<file path="src/rtl/smul_pkg.sv">
package smul_pkg;
  // Bits that travel together at two registers per cell.
  typedef struct packed {
    logic x;    // multiplicand bit
    logic r;    // frame control: low on the bit-0 cycle
  } xr_t;
endpackage

</file>
<file path="src/rtl/smul_fa.sv">
module smul_fa (
  input  logic a,
  input  logic b,
  input  logic ci,
  output logic s,
  output logic co
);
  always_comb begin
    s  = a ^ b ^ ci;
    co = (a & b) | (a & ci) | (b & ci);
  end
endmodule

</file>
<file path="src/rtl/smul_cell.sv">
// One stage of the array. SUB selects the final, subtracting stage.
module smul_cell #(
  parameter bit SUB = 1'b0
) (
  input  logic clk,
  input  logic rst,
  input  logic x_i,
  input  logic r_i,
  input  logic y_i,
  input  logic ps_i,
  output logic ps_o
);
  logic dig_q, cy_q, ps_q;
  logic dig, pp, cin, add_a, sum, cout, res;

  always_comb begin
    dig = r_i ? dig_q : y_i;     // frame start: take a new Y digit
    pp  = dig & x_i;
    cin = r_i ? cy_q : 1'b0;     // frame start: clear the carry
  end

  generate
    if (SUB) begin : g_sub
      // S - P computed as NOT(NOT S + P)
      always_comb add_a = ~ps_i;
      always_comb res   = ~sum;
    end else begin : g_add
      always_comb add_a = ps_i;
      always_comb res   = sum;
    end
  endgenerate

  smul_fa u_fa (.a(add_a), .b(pp), .ci(cin), .s(sum), .co(cout));

  always_ff @(posedge clk) begin
    if (rst) begin
      dig_q <= 1'b0;
      cy_q  <= 1'b0;
      ps_q  <= 1'b0;
    end else begin
      dig_q <= dig;
      cy_q  <= cout;
      // bit 0 of the sum is dropped; holding here repeats the top bit
      if (r_i) ps_q <= res;
    end
  end

  assign ps_o = ps_q;
endmodule

</file>
<file path="src/rtl/smul_ctrl.sv">
module smul_ctrl
  import smul_pkg::*;
#(
  parameter int N = 8
) (
  input  logic clk,
  input  logic rst,
  input  logic start,
  input  logic x_bit,
  input  logic y_bit,
  output xr_t  xr_feed,
  output logic y_feed,
  output logic frame_mark,
  output logic frame_last,
  output logic busy
);
  localparam int PW = $clog2(N + 1);
  localparam logic [PW-1:0] POS_LAST = PW'(N);

  logic          busy_q, x_prev_q, accept, last;
  logic [PW-1:0] pos_q;

  always_comb begin
    accept     = start & ~busy_q;
    last       = busy_q && (pos_q == POS_LAST);
    xr_feed.x  = last ? x_prev_q : x_bit;   // sign extension of X
    xr_feed.r  = busy_q;
    y_feed     = last ? 1'b0 : y_bit;
    frame_mark = accept | busy_q;
    frame_last = last;
    busy       = busy_q;
  end

  always_ff @(posedge clk) begin
    if (rst) begin
      busy_q   <= 1'b0;
      pos_q    <= '0;
      x_prev_q <= 1'b0;
    end else begin
      x_prev_q <= x_bit;
      if (accept) begin
        busy_q <= 1'b1;
        pos_q  <= PW'(1);
      end else if (busy_q) begin
        if (last) begin
          busy_q <= 1'b0;
          pos_q  <= '0;
        end else begin
          pos_q <= pos_q + PW'(1);
        end
      end
    end
  end
endmodule

</file>
<file path="src/rtl/serial_tc_mult.sv">
module serial_tc_mult
  import smul_pkg::*;
#(
  parameter int N = 8
) (
  input  logic clk,
  input  logic rst,
  input  logic start,
  input  logic x_bit,
  input  logic y_bit,
  output logic out_bit,
  output logic out_valid
);
  localparam int LAT = 2 * N;

  xr_t          xr_c [0:N-1];
  logic [N-1:0] y_c;
  logic [N:0]   ps_c;
  logic         y_feed, frame_mark, frame_last, ctl_busy, x_feed;
  logic [LAT-1:0] mark_sr, last_sr;

  smul_ctrl #(.N(N)) u_ctrl (
    .clk(clk), .rst(rst), .start(start), .x_bit(x_bit), .y_bit(y_bit),
    .xr_feed(xr_c[0]), .y_feed(y_feed), .frame_mark(frame_mark),
    .frame_last(frame_last), .busy(ctl_busy)
  );

  assign x_feed  = xr_c[0].x;
  assign ps_c[0] = 1'b0;
  assign y_c[0]  = y_feed;

  // Y moves one register per cell
  generate
    if (N > 1) begin : g_ydly
      always_ff @(posedge clk) begin
        if (rst) y_c[N-1:1] <= '0;
        else     y_c[N-1:1] <= y_c[N-2:0];
      end
    end
  endgenerate

  // X and control move two registers per cell
  generate
    for (genvar p = 0; p < N - 1; p++) begin : g_xdly
      xr_t mid_q, out_q;
      always_ff @(posedge clk) begin
        if (rst) begin
          mid_q <= '0;
          out_q <= '0;
        end else begin
          mid_q <= xr_c[p];
          out_q <= mid_q;
        end
      end
      assign xr_c[p+1] = out_q;
    end
  endgenerate

  generate
    for (genvar p = 0; p < N; p++) begin : g_cell
      smul_cell #(.SUB(p == N - 1)) u_cell (
        .clk(clk), .rst(rst), .x_i(xr_c[p].x), .r_i(xr_c[p].r),
        .y_i(y_c[p]), .ps_i(ps_c[p]), .ps_o(ps_c[p+1])
      );
    end
  endgenerate

  // frame marks ride alongside to the array exit
  always_ff @(posedge clk) begin
    if (rst) begin
      mark_sr <= '0;
      last_sr <= '0;
    end else begin
      mark_sr <= {mark_sr[LAT-2:0], frame_mark};
      last_sr <= {last_sr[LAT-2:0], frame_last};
    end
  end

  assign out_bit   = ps_c[N];
  assign out_valid = mark_sr[LAT-1] & ~last_sr[LAT-1];
endmodule

</file>
<file path="config.mk">
export PLATFORM = sky130hd
export DESIGN_NAME = serial_tc_mult
export DESIGN_NICKNAME = d
export VERILOG_FILES = /design/src/rtl/smul_pkg.sv /design/src/rtl/smul_fa.sv /design/src/rtl/smul_cell.sv /design/src/rtl/smul_ctrl.sv /design/src/rtl/serial_tc_mult.sv
export SDC_FILE = /design/constraint.sdc
export NUM_CORES = 1
export LEC_CHECK = 0
export ABC_AREA = 1
export BUFFER_PORTS_ARGS = -buffer_cell sky130_fd_sc_hd__buf_2
export CAP_MARGIN = 20
export CORE_UTILIZATION = 60
export CTS_CLUSTER_DIAMETER = 30
export DETAILED_ROUTE_END_ITERATION = 7
export PLACE_DENSITY = 0.77
export RECOVER_POWER = 50
export REMOVE_ABC_BUFFERS = 1
export SYNTH_ARGS = -nofsm -noshare
export SYNTH_HDL_FRONTEND = slang
export SYNTH_SLANG_ARGS = --single-unit
</file>
<file path="constraint.sdc">
create_clock -name clk -period 2.1 [get_ports clk]
set_clock_uncertainty 0.1 [all_clocks]
set_input_delay 0.105 -clock clk [delete_from_list [all_inputs] [get_ports clk]]
set_output_delay 0.105 -clock clk [all_outputs]
set_load 0.05 [all_outputs]
</file>
# --- Yosys cells after proc, flatten, opt, wreduce, memory -nomap -nowiden ---
# Index checks and enable logic that the tools add are counted.
classes:
  addsub: 1
  mul: 0
  n_div: 0
  magnitude_cmp: 0
  eq_ne: 1
  shifts: 0
  n_mux: 24
  bitwise: 66
  reduce_logical: 3
ops:
  columns: ["cell", "n"]
  rows:
  - ["AND 1 bit", 32]
  - ["two-way mux 1 bit", 23]
  - ["bitwise OR 1 bit", 15]
  - ["bitwise XOR 1 bit", 15]
  - ["adder 4 x 1 -> 4 bit (second input constant)", 1]
  - ["equality test 4 bit (second input constant)", 1]
  - ["two-way mux 4 bit", 1]
  - ["inverter 1 bit", 4]
  - ["nonzero test 2 bit", 1]
  - ["OR reduction 2 bit", 1]
  - ["logical AND 1 bit", 1]
word_totals:
  reg_bits: 97
  latch_bits: 0
  ram_bits: 0
  romBits: 0
  input_bits: 5
  out_inout_bits: 2
  mem_count: 0

# --- Depth between registers and ports, before layout ---
# Gate-level depths: netlist (run 1).
logic_depth:
  depth_word: 6
  mapped_depth: 11
  depth_no_buf: 11

# --- By module ---
# From an unflattened synthesis (run 1), not the netlist that was laid out.
unflattened:
  hier_cells: 420
  hier_area_um2: 3417.0
by_module_without_submodules:
  columns: ["mod", "instances", "cells_each", "area_per_inst_um2"]
  rows:
  - ["serial_tc_mult", 1, 211, 1911.8]
  - ["smul_cell (g_cell[0].u_cell ...)", 7, 19, 128.9]
  - ["smul_ctrl", 1, 46, 311.5]
  - ["smul_fa", 8, 1, 20.0]
  - ["smul_cell (g_cell[7].u_cell)", 1, 22, 131.4]

# --- Worst setup path after synthesis (run 1) ---
# OpenSTA, ideal clock, no wires.
synth_path:
  path_kind: "register -> register"
  from: "register u_ctrl.pos_q[0]"
  to: "register g_cell[0].u_cell.ps_q"
  arrival_time_ns: 1.415
  t_required_ns: 1.881
  setup_slack_ns: 0.465
  path_stages_with_launch: 11
  path_buffers: 0
  path_cell_list: "dfxtp_1 -> inv_1 -> ha_1 -> inv_1 -> nor2_1 -> nand3_1 -> nand2_2 -> nor2_2 -> ha_1 -> o21ai_0 -> a21oi_1"
synth_via:
  elab_chain_len: 6
synth_lines:
  columns: ["item", "line", "text"]
  rows:
  - ["start, declared", "smul_ctrl.sv:21", "logic [PW-1:0] pos_q;"]
  - ["start signal, assigned", "smul_ctrl.sv:49", "pos_q <= pos_q + PW'(1);"]
  - ["equality test 4 bit *", "smul_ctrl.sv:25", "last = busy_q && (pos_q == POS_LAST);"]
  - ["logical AND 1 bit *", "smul_ctrl.sv:25", null]
  - ["two-way mux 1 bit", "smul_ctrl.sv:28", "y_feed = last ? 1'b0 : y_bit;"]
  - ["two-way mux 1 bit", "smul_cell.sv:17", "dig = r_i ? dig_q : y_i;"]
  - ["AND 1 bit *", "smul_cell.sv:18", "pp = dig & x_i;"]
  - ["bitwise XOR 1 bit *", "smul_fa.sv:9", "s = a ^ b ^ ci;"]
  - ["named net g_cell[0].u_cell.res", "smul_cell.sv:14", "logic dig, pp, cin, add_a, sum, cout, res;"]
  - ["end signal, assigned", "smul_cell.sv:44", "if (r_i) ps_q <= res;"]
  - ["end, declared", "smul_cell.sv:13", "logic dig_q, cy_q, ps_q;"]
# The timed path passes the listed nets; every way through them passes the cells marked *.
# A chain may end at the register's enable or synchronous reset.

# --- Final worst setup path (run 1) ---
# Ends and elaborated chain as after synthesis.

==> results of run 1 <==
-- state kept, by name (all words and copies together), names as in the netlist --
name,cells
last_sr,16
mark_sr,16
g_xdly.mid_q,14
g_xdly.out_q,14
g_cell.u_cell.cy_q,8
g_cell.u_cell.dig_q,8
g_cell.u_cell.ps_o,8
y_c,7
u_ctrl.pos_q,4
u_ctrl.busy,1
u_ctrl.x_prev_q,1
-- critical path, cell delays in order (launching register included) --
cell     delay (ns)
dfxtp_1        0.34
inv_1          0.08
ha_1           0.15
inv_1          0.04
nor2_1         0.20
nand3_1        0.12
nand2_2        0.11
nor2_2         0.04
ha_1           0.29
o21ai_0        0.18
a21oi_1        0.06
-- Yosys cell counts --
cell,instances,share of area (%)
o21ai_1,1,0.16
a21boi_2,1,0.35
nand2_1,21,2.4
inv_1,79,9.2
nor2_1,92,11
inv_2,2,0.23
o21ai_0,15,2.3
or2_1,6,1.2
or2_2,1,0.19
dfxtp_1,97,60
o211ai_1,7,1.6
ha_1,3,1.2
a21oi_1,7,1.1
a21oi_2,1,0.27
fa_1,7,4.3
or2_0,1,0.19
buf_2,1,0.16
nand2_4,1,0.35
nor2_2,2,0.39
nand3_1,1,0.16
nand2_2,3,0.58
buf_4,8,1.9
o21bai_1,1,0.23
a21oi_4,1,0.50
-- kinds of logic (layout without fill, tap and decap cells) --
| group | after synthesis | count (layout) |
|---|---|---|
| compound gates | 34 | 34 |
| fa+ha+maj | 10 | 10 |
| buf+inv | 90 | 108 |
| flops | 97 | 97 |
| simple gates | 128 | 128 |
-- path summary, 6_finish.rpt --
check / cells after the start / start / endpoint / slack, ns
worst max-delay path: 10 / u_ctrl.pos_q[0] / g_cell[0].u_cell.ps_o / 0.29
worst min-delay path: 2 / rst / last_sr[4] / 0.25
worst max register to register: 10 / u_ctrl.pos_q[0] / g_cell[0].u_cell.ps_o / 0.29
worst min register to register: 2 / mark_sr[14] / mark_sr[15] / 0.30
-- stage by stage --
stage / power (W) / hold slack [ns] / worst slack, ns / instance area [sq um] / instances
finish: 0.00344 / 0.247 / 0.293 / 3570 / 447
CTS: 0.00348 / 0.0485 / 0.308 / 3590 / 447
global route: 0.00357 / 0.310 / 0.189 / 3570 / 447
global placement: 0.00201 / 0.239 / 0.416 / 3300 / 428
floorplan: 0.00196 / 0.0717 / 0.465 / 3160 / 350
detailed placement: 0.00201 / 0.243 / 0.321 / 3300 / 428
-- area by class of cell --
type / count / area share (%)
sequential: 97 / 54.3
multi-input combinational: 172 / 25.5
inverter: 81 / 8.51
clock buffer: 12 / 4.62
clock inverter: 4 / 2.73
tap: 70 / 2.45
timing repair buffer: 11 / 1.89
-- cell usage in the layout, fill, tap and decap left out, types with 5 or more instances in the layout --
| cell type | Yosys | layout |
|---|---|---|
| a21oi_1 | 7 | 7 |
| buf_2 | 1 | 5 |
| clkbuf_8 | 0 | 12 |
| dfxtp_1 | 97 | 97 |
| fa_1 | 7 | 7 |
| inv_1 | 79 | 79 |
| nand2_1 | 21 | 21 |
| nor2_1 | 92 | 92 |
| o211ai_1 | 7 | 7 |
| o21ai_0 | 15 | 15 |
| or2_1 | 6 | 6 |
-- metal layers --
layer,routed length (um),vias to the layer above,part of all wire (%)
met5,0,-,0
met4,65,0,1.5
met3,136,6,3.1
met2,2340,17,52
met1,1920,919,43
li1,-,1066,-
-- where the power goes --
part / internal (W) / switching (W) / leakage [nW]
clock network: 0.000888 / 0.000581 / 0.129
registers: 0.00186 / 0.0000137 / 0.785
logic: 0.0000287 / 0.0000630 / 0.468
total: 0.00278 / 0.000658 / 1.38
==> run metrics, run 1 <==
Core Util, Final 69.5%; proportion of layout cells with a drive suffix above 1 9.02%; Setup TNS 0 ns; largest family of logic cells by synthesized area simple AND/OR/NAND/NOR gates; chip height 75.3 um; Total GRT Usage 18.7%; Max Freq 0.553 GHz; 1st-iter DRT viols 57; pwr/cell area 961 nW/um^2; Synth Area in Compound Gates 6.56%; Slew Viols, Final 0; root buf cell clkbuf_8; GRT met1 Usage 18.9%; Hold Crit Class input pin to register; Die W 75.3 um; count of different cell masters after synthesis 24; Sequential Area 1940 sq um; grt ovf 0; post-cts resize count 0; FP Rows 26; initial core utilization 62.7%; Syn Std Cell Area 3220 sq um; XOR/XNOR Fraction of Synth Area 0%; Placer Congestion 0.799; ANT nets after route 0; Synth Area in Adders 5.51%; type of origin of the critical path register; Pre-Repair DR Iteration Count 4; met3 usage 8.17%; dpl hpwl 2.83 mm; Post-Syn Instances 359; H-tree Lvls 3; met2 global-route usage 33.7%; antenna cells 0; Period Utilization, post-route 86.1%; Top Usage Layer GRT met2; vias 2008; vias per inst 4.49; Crit Path Class register to register; max_cap viols 0; I/O Buffers 6; fin crit period 1.81 ns; slew margin rel. 40.0%; yosys warns 0; pin count of the biggest net entering global routing 46; CP Data Required Time 2.24 ns; #FFs+latches synth 97; Crit. End Element register; multiplexer share of the synthesized area 0%; FILL cells 420; TritonCTS buffer count 9; nets 387; drt wl/cell 9.98 um; average size of a mapped cell 8.97 sq um; Clock transition at path regs 0.08 ns; Hold Buf Count CTS 3; CTS tree built; Synth-to-Final Area Change 11.0%; RSZ-0062 raised after global routing false; vias in the first global route 1941; sequential element share of the synthesized area 60.3%; Residual DRC 0; final WL 4.46 mm; Arr. time, crit path 1.95 ns; clock insertion delay at the later pin of the skew report 0.34 ns; clock sink total 97; Max VDD drop 0.660 mV; final-report hold violation count 0; status completed; CP max FO 3; Setup Buffers After CTS 0; Leak 1.38 nW; Post-Synth Simple-Gate Area 16.2%; Setup violations, final 0; initial antenna violation count 0; first-pass GRT wire length 7.71 mm; IO Pins 7; Worst Tran Pin Value 0.899 ns; Core Region 5140 sq um; maximum root-to-sink buffer count 2; Multi-input gate area 911 sq um; Die ar. 5670 sq um
Power figures use the tool's default switching activity.
==> run 2, diff against run 1 <==
--- a/config.mk
+++ b/config.mk
@@ -8,10 +8,10 @@
 export ABC_AREA = 1
 export BUFFER_PORTS_ARGS = -buffer_cell sky130_fd_sc_hd__buf_2
 export CAP_MARGIN = 20
-export CORE_UTILIZATION = 60
+export CORE_UTILIZATION = 35
 export CTS_CLUSTER_DIAMETER = 30
 export DETAILED_ROUTE_END_ITERATION = 7
-export PLACE_DENSITY = 0.77
+export MAX_ROUTING_LAYER = met4
 export RECOVER_POWER = 50
 export REMOVE_ABC_BUFFERS = 1
 export SYNTH_ARGS = -nofsm -noshare
==> run 2 against run 1 <==
Net effect:
- clock power down 24%
- critical path depth unchanged
- largest power group unchanged
- register-to-register slack better by 0.07 ns
- the flow now finishes with violations (design-rule violations)
- critical path type unchanged
==> run metrics, run 2 (synthesis results as in run 1) <==
status finished with violations; violated checks design-rule violations; dpl hpwl 2.72 mm (-3.9%); fraction of power spent switching nets 24.0% (+4.9 points); Leak 1.34 nW (-2.7%); Core Region 8810 sq um (+71%); Crit. End Element register; fin crit period 1.74 ns (-0.0655 ns); Net Switching 0.000740 W (+13%); Max VDD drop 0.327 mV (-50%); CP Data Required Time 2.26 ns (+0.02 ns); Hold Crit Class input pin to register; initial core utilization 36.6% (-26 points); vias per inst 4.10 (-8.8%); clock sink total 97 (unchanged); maximum root-to-sink buffer count 2 (unchanged); FP Rows 34 (+31%); Arr. time, crit path 1.90 ns (-0.05 ns); reg-to-reg critical path startpoint u_ctrl.pos_q[0]; Total GRT Usage 10.5% (-8.2 points); RSZ-0062 raised after global routing false; RR Endpoint g_cell[0].u_cell.ps_o; nets 386 (-0.26%); Pre-Repair DR Iteration Count 6 (+2); grt ovf 0 (unchanged); Pint 0.00234 W (-16%); drt wl/cell 8.58 um (-14%); chip height 97.9 um (+30%); first-pass GRT wire length 7.79 mm (+0.99%); Min-Delay Endpoint mark_sr[14]; I/O Buffers 6 (unchanged); 1st-iter DRT viols 88 (+54%); register share of total power 60.8% (+6.2 points); Residual DRC 1 (+1); post-cts resize count 0 (unchanged); CP max FO 3 (unchanged); Clk pwr share 36.3% (-6.4 points); R2R Setup Slk 0.36 ns (+0.07 ns); pin count of the biggest net entering global routing 64 (+39%); type of origin of the critical path register; Setup Buffers After CTS 0 (unchanged); Hold Crit Depth 2 (unchanged); hold_ws 0.284 ns (+0.0375 ns); final WL 4.15 mm (-6.8%); Clock transition at path regs 0.10 ns (+0.02 ns); Placer Congestion 0.792 (-0.89%); Die W 97.9 um (+30%); slew margin rel. 32.4% (-7.6 points); Worst Tran Pin Value 1.01 ns (+0.115 ns); most common cell after layout, fill and taps aside dfxtp_1; pwr/cell area 871 nW/um^2 (-9.4%); most frequent cells in the layout dfxtp_1 (97), nor2_1 (92), inv_1 (79); vias in the first global route 1901 (-2.1%); final std cells w/o fill 484 (+8.3%); R2R depth 10 (unchanged); Crit Path Class register to register; CTS tree built; Die ar. 9590 sq um (+69%); Setup violations, final 0 (unchanged); Gate power share 2.9% (+0.2 points); Slew Viols, Final 0 (unchanged); max_cap viols 0 (unchanged); antenna cells 0 (unchanged); proportion of layout cells with a drive suffix above 1 9.04% (+0.024 points); Setup TNS 0 ns (unchanged); Max Freq 0.574 GHz (+3.8%); Core Util, Final 40.2% (-29 points); dpl cells 465 (+8.6%); Synth-to-Final Area Change 9.94%; initial antenna violation count 0 (unchanged); root buf cell clkbuf_8; min-delay src rst; IO Pins 7 (unchanged); top flop regs last_sr x16, mark_sr x16; TritonCTS buffer count 9 (unchanged); Period Utilization, post-route 83.0% (-3.1 points); ANT nets after route 0 (unchanged); H-tree Lvls 3 (unchanged); vias 1983 (-1.2%); clock insertion delay at the later pin of the skew report 0.36 ns (+0.02 ns); final-report hold violation count 0 (unchanged)
==> run 2: cell count changes in the layout (fill, tap and decap cells not counted) <==
cell	change
clkbuf_1	-1
clkbuf_2	-1
clkbuf_4	+1
bufinv_16	-3
clkbuf_8	-3
clkinv_4	+1
inv_6	+5
==> run 2: what timing repair did <==
action,CTS,global route
hold buffers,3,0
endpoints found under the setup margin,0,0
hold endpoints to repair,9,0
==> run 2: layer usage <==
| metal | GRT usage, % | vias to the layer above | part of all wire, % |
|---|---|---|---|
| met5 | - | - | 0 |
| met2 | 16.5 | 19 | 46 |
| met4 | 3.85 | 0 | 1.1 |
| met1 | 11.7 | 889 | 49 |
| met3 | 4.72 | 7 | 3.7 |
| li1 | - | 1068 | - |
==> run 2: worst max-delay path by stage <==
stage | slack, ns | start | endpoint
after floorplan | 0.47 | u_ctrl.pos_q[0] | g_cell[0].u_cell.ps_o
after global placement | 0.42 | u_ctrl.pos_q[0] | g_cell[0].u_cell.ps_o
after detailed placement | 0.37 | u_ctrl.pos_q[0] | g_cell[0].u_cell.ps_o
after CTS | 0.34 | u_ctrl.pos_q[0] | g_cell[0].u_cell.ps_o
after global routing | 0.24 | u_ctrl.pos_q[0] | g_cell[0].u_cell.ps_o
final | 0.36 | u_ctrl.pos_q[0] | g_cell[0].u_cell.ps_o
==> run 2: critical path, stage by stage (launching register included) <==
cell     delay [ns]
dfxtp_1        0.34
inv_1          0.07
ha_1           0.14
inv_1          0.03
nor2_1         0.19
nand3_1        0.13
nand2_2        0.11
nor2_2         0.04
ha_1           0.28
o21ai_0        0.15
a21oi_1        0.05
==> run 2: final cells by class <==
type                    instances  area (sq um)
fillers                       873          5260
multi-input cells             172           911
repair buffers                 10          66.3
inverters                      81           304
clock buffers                   9           124
clock inverters                 7          60.1
flip-flops and latches         97          1940
well taps                     108           135
==> run 2: power by group through the flow <==
stage,clock network [W],logic [W],registers [W]
after global placement,0,0.0000906,0.00192
final,0.00112,0.0000904,0.00188
after floorplan,0,0.0000480,0.00192
after detailed placement,0,0.0000915,0.00192
after global routing,0.00125,0.000105,0.00188
after CTS,0.00116,0.0000962,0.00188
==> run 2: per-stage QoR <==
stage	setup WS [ns]	total power, W	area, sq um
final	0.358	0.00309	3540
after global routing	0.238	0.00323	3540
after CTS	0.344	0.00314	3560
after detailed placement	0.370	0.00201	3340
after global placement	0.418	0.00201	3340
after floorplan	0.465	0.00196	3160
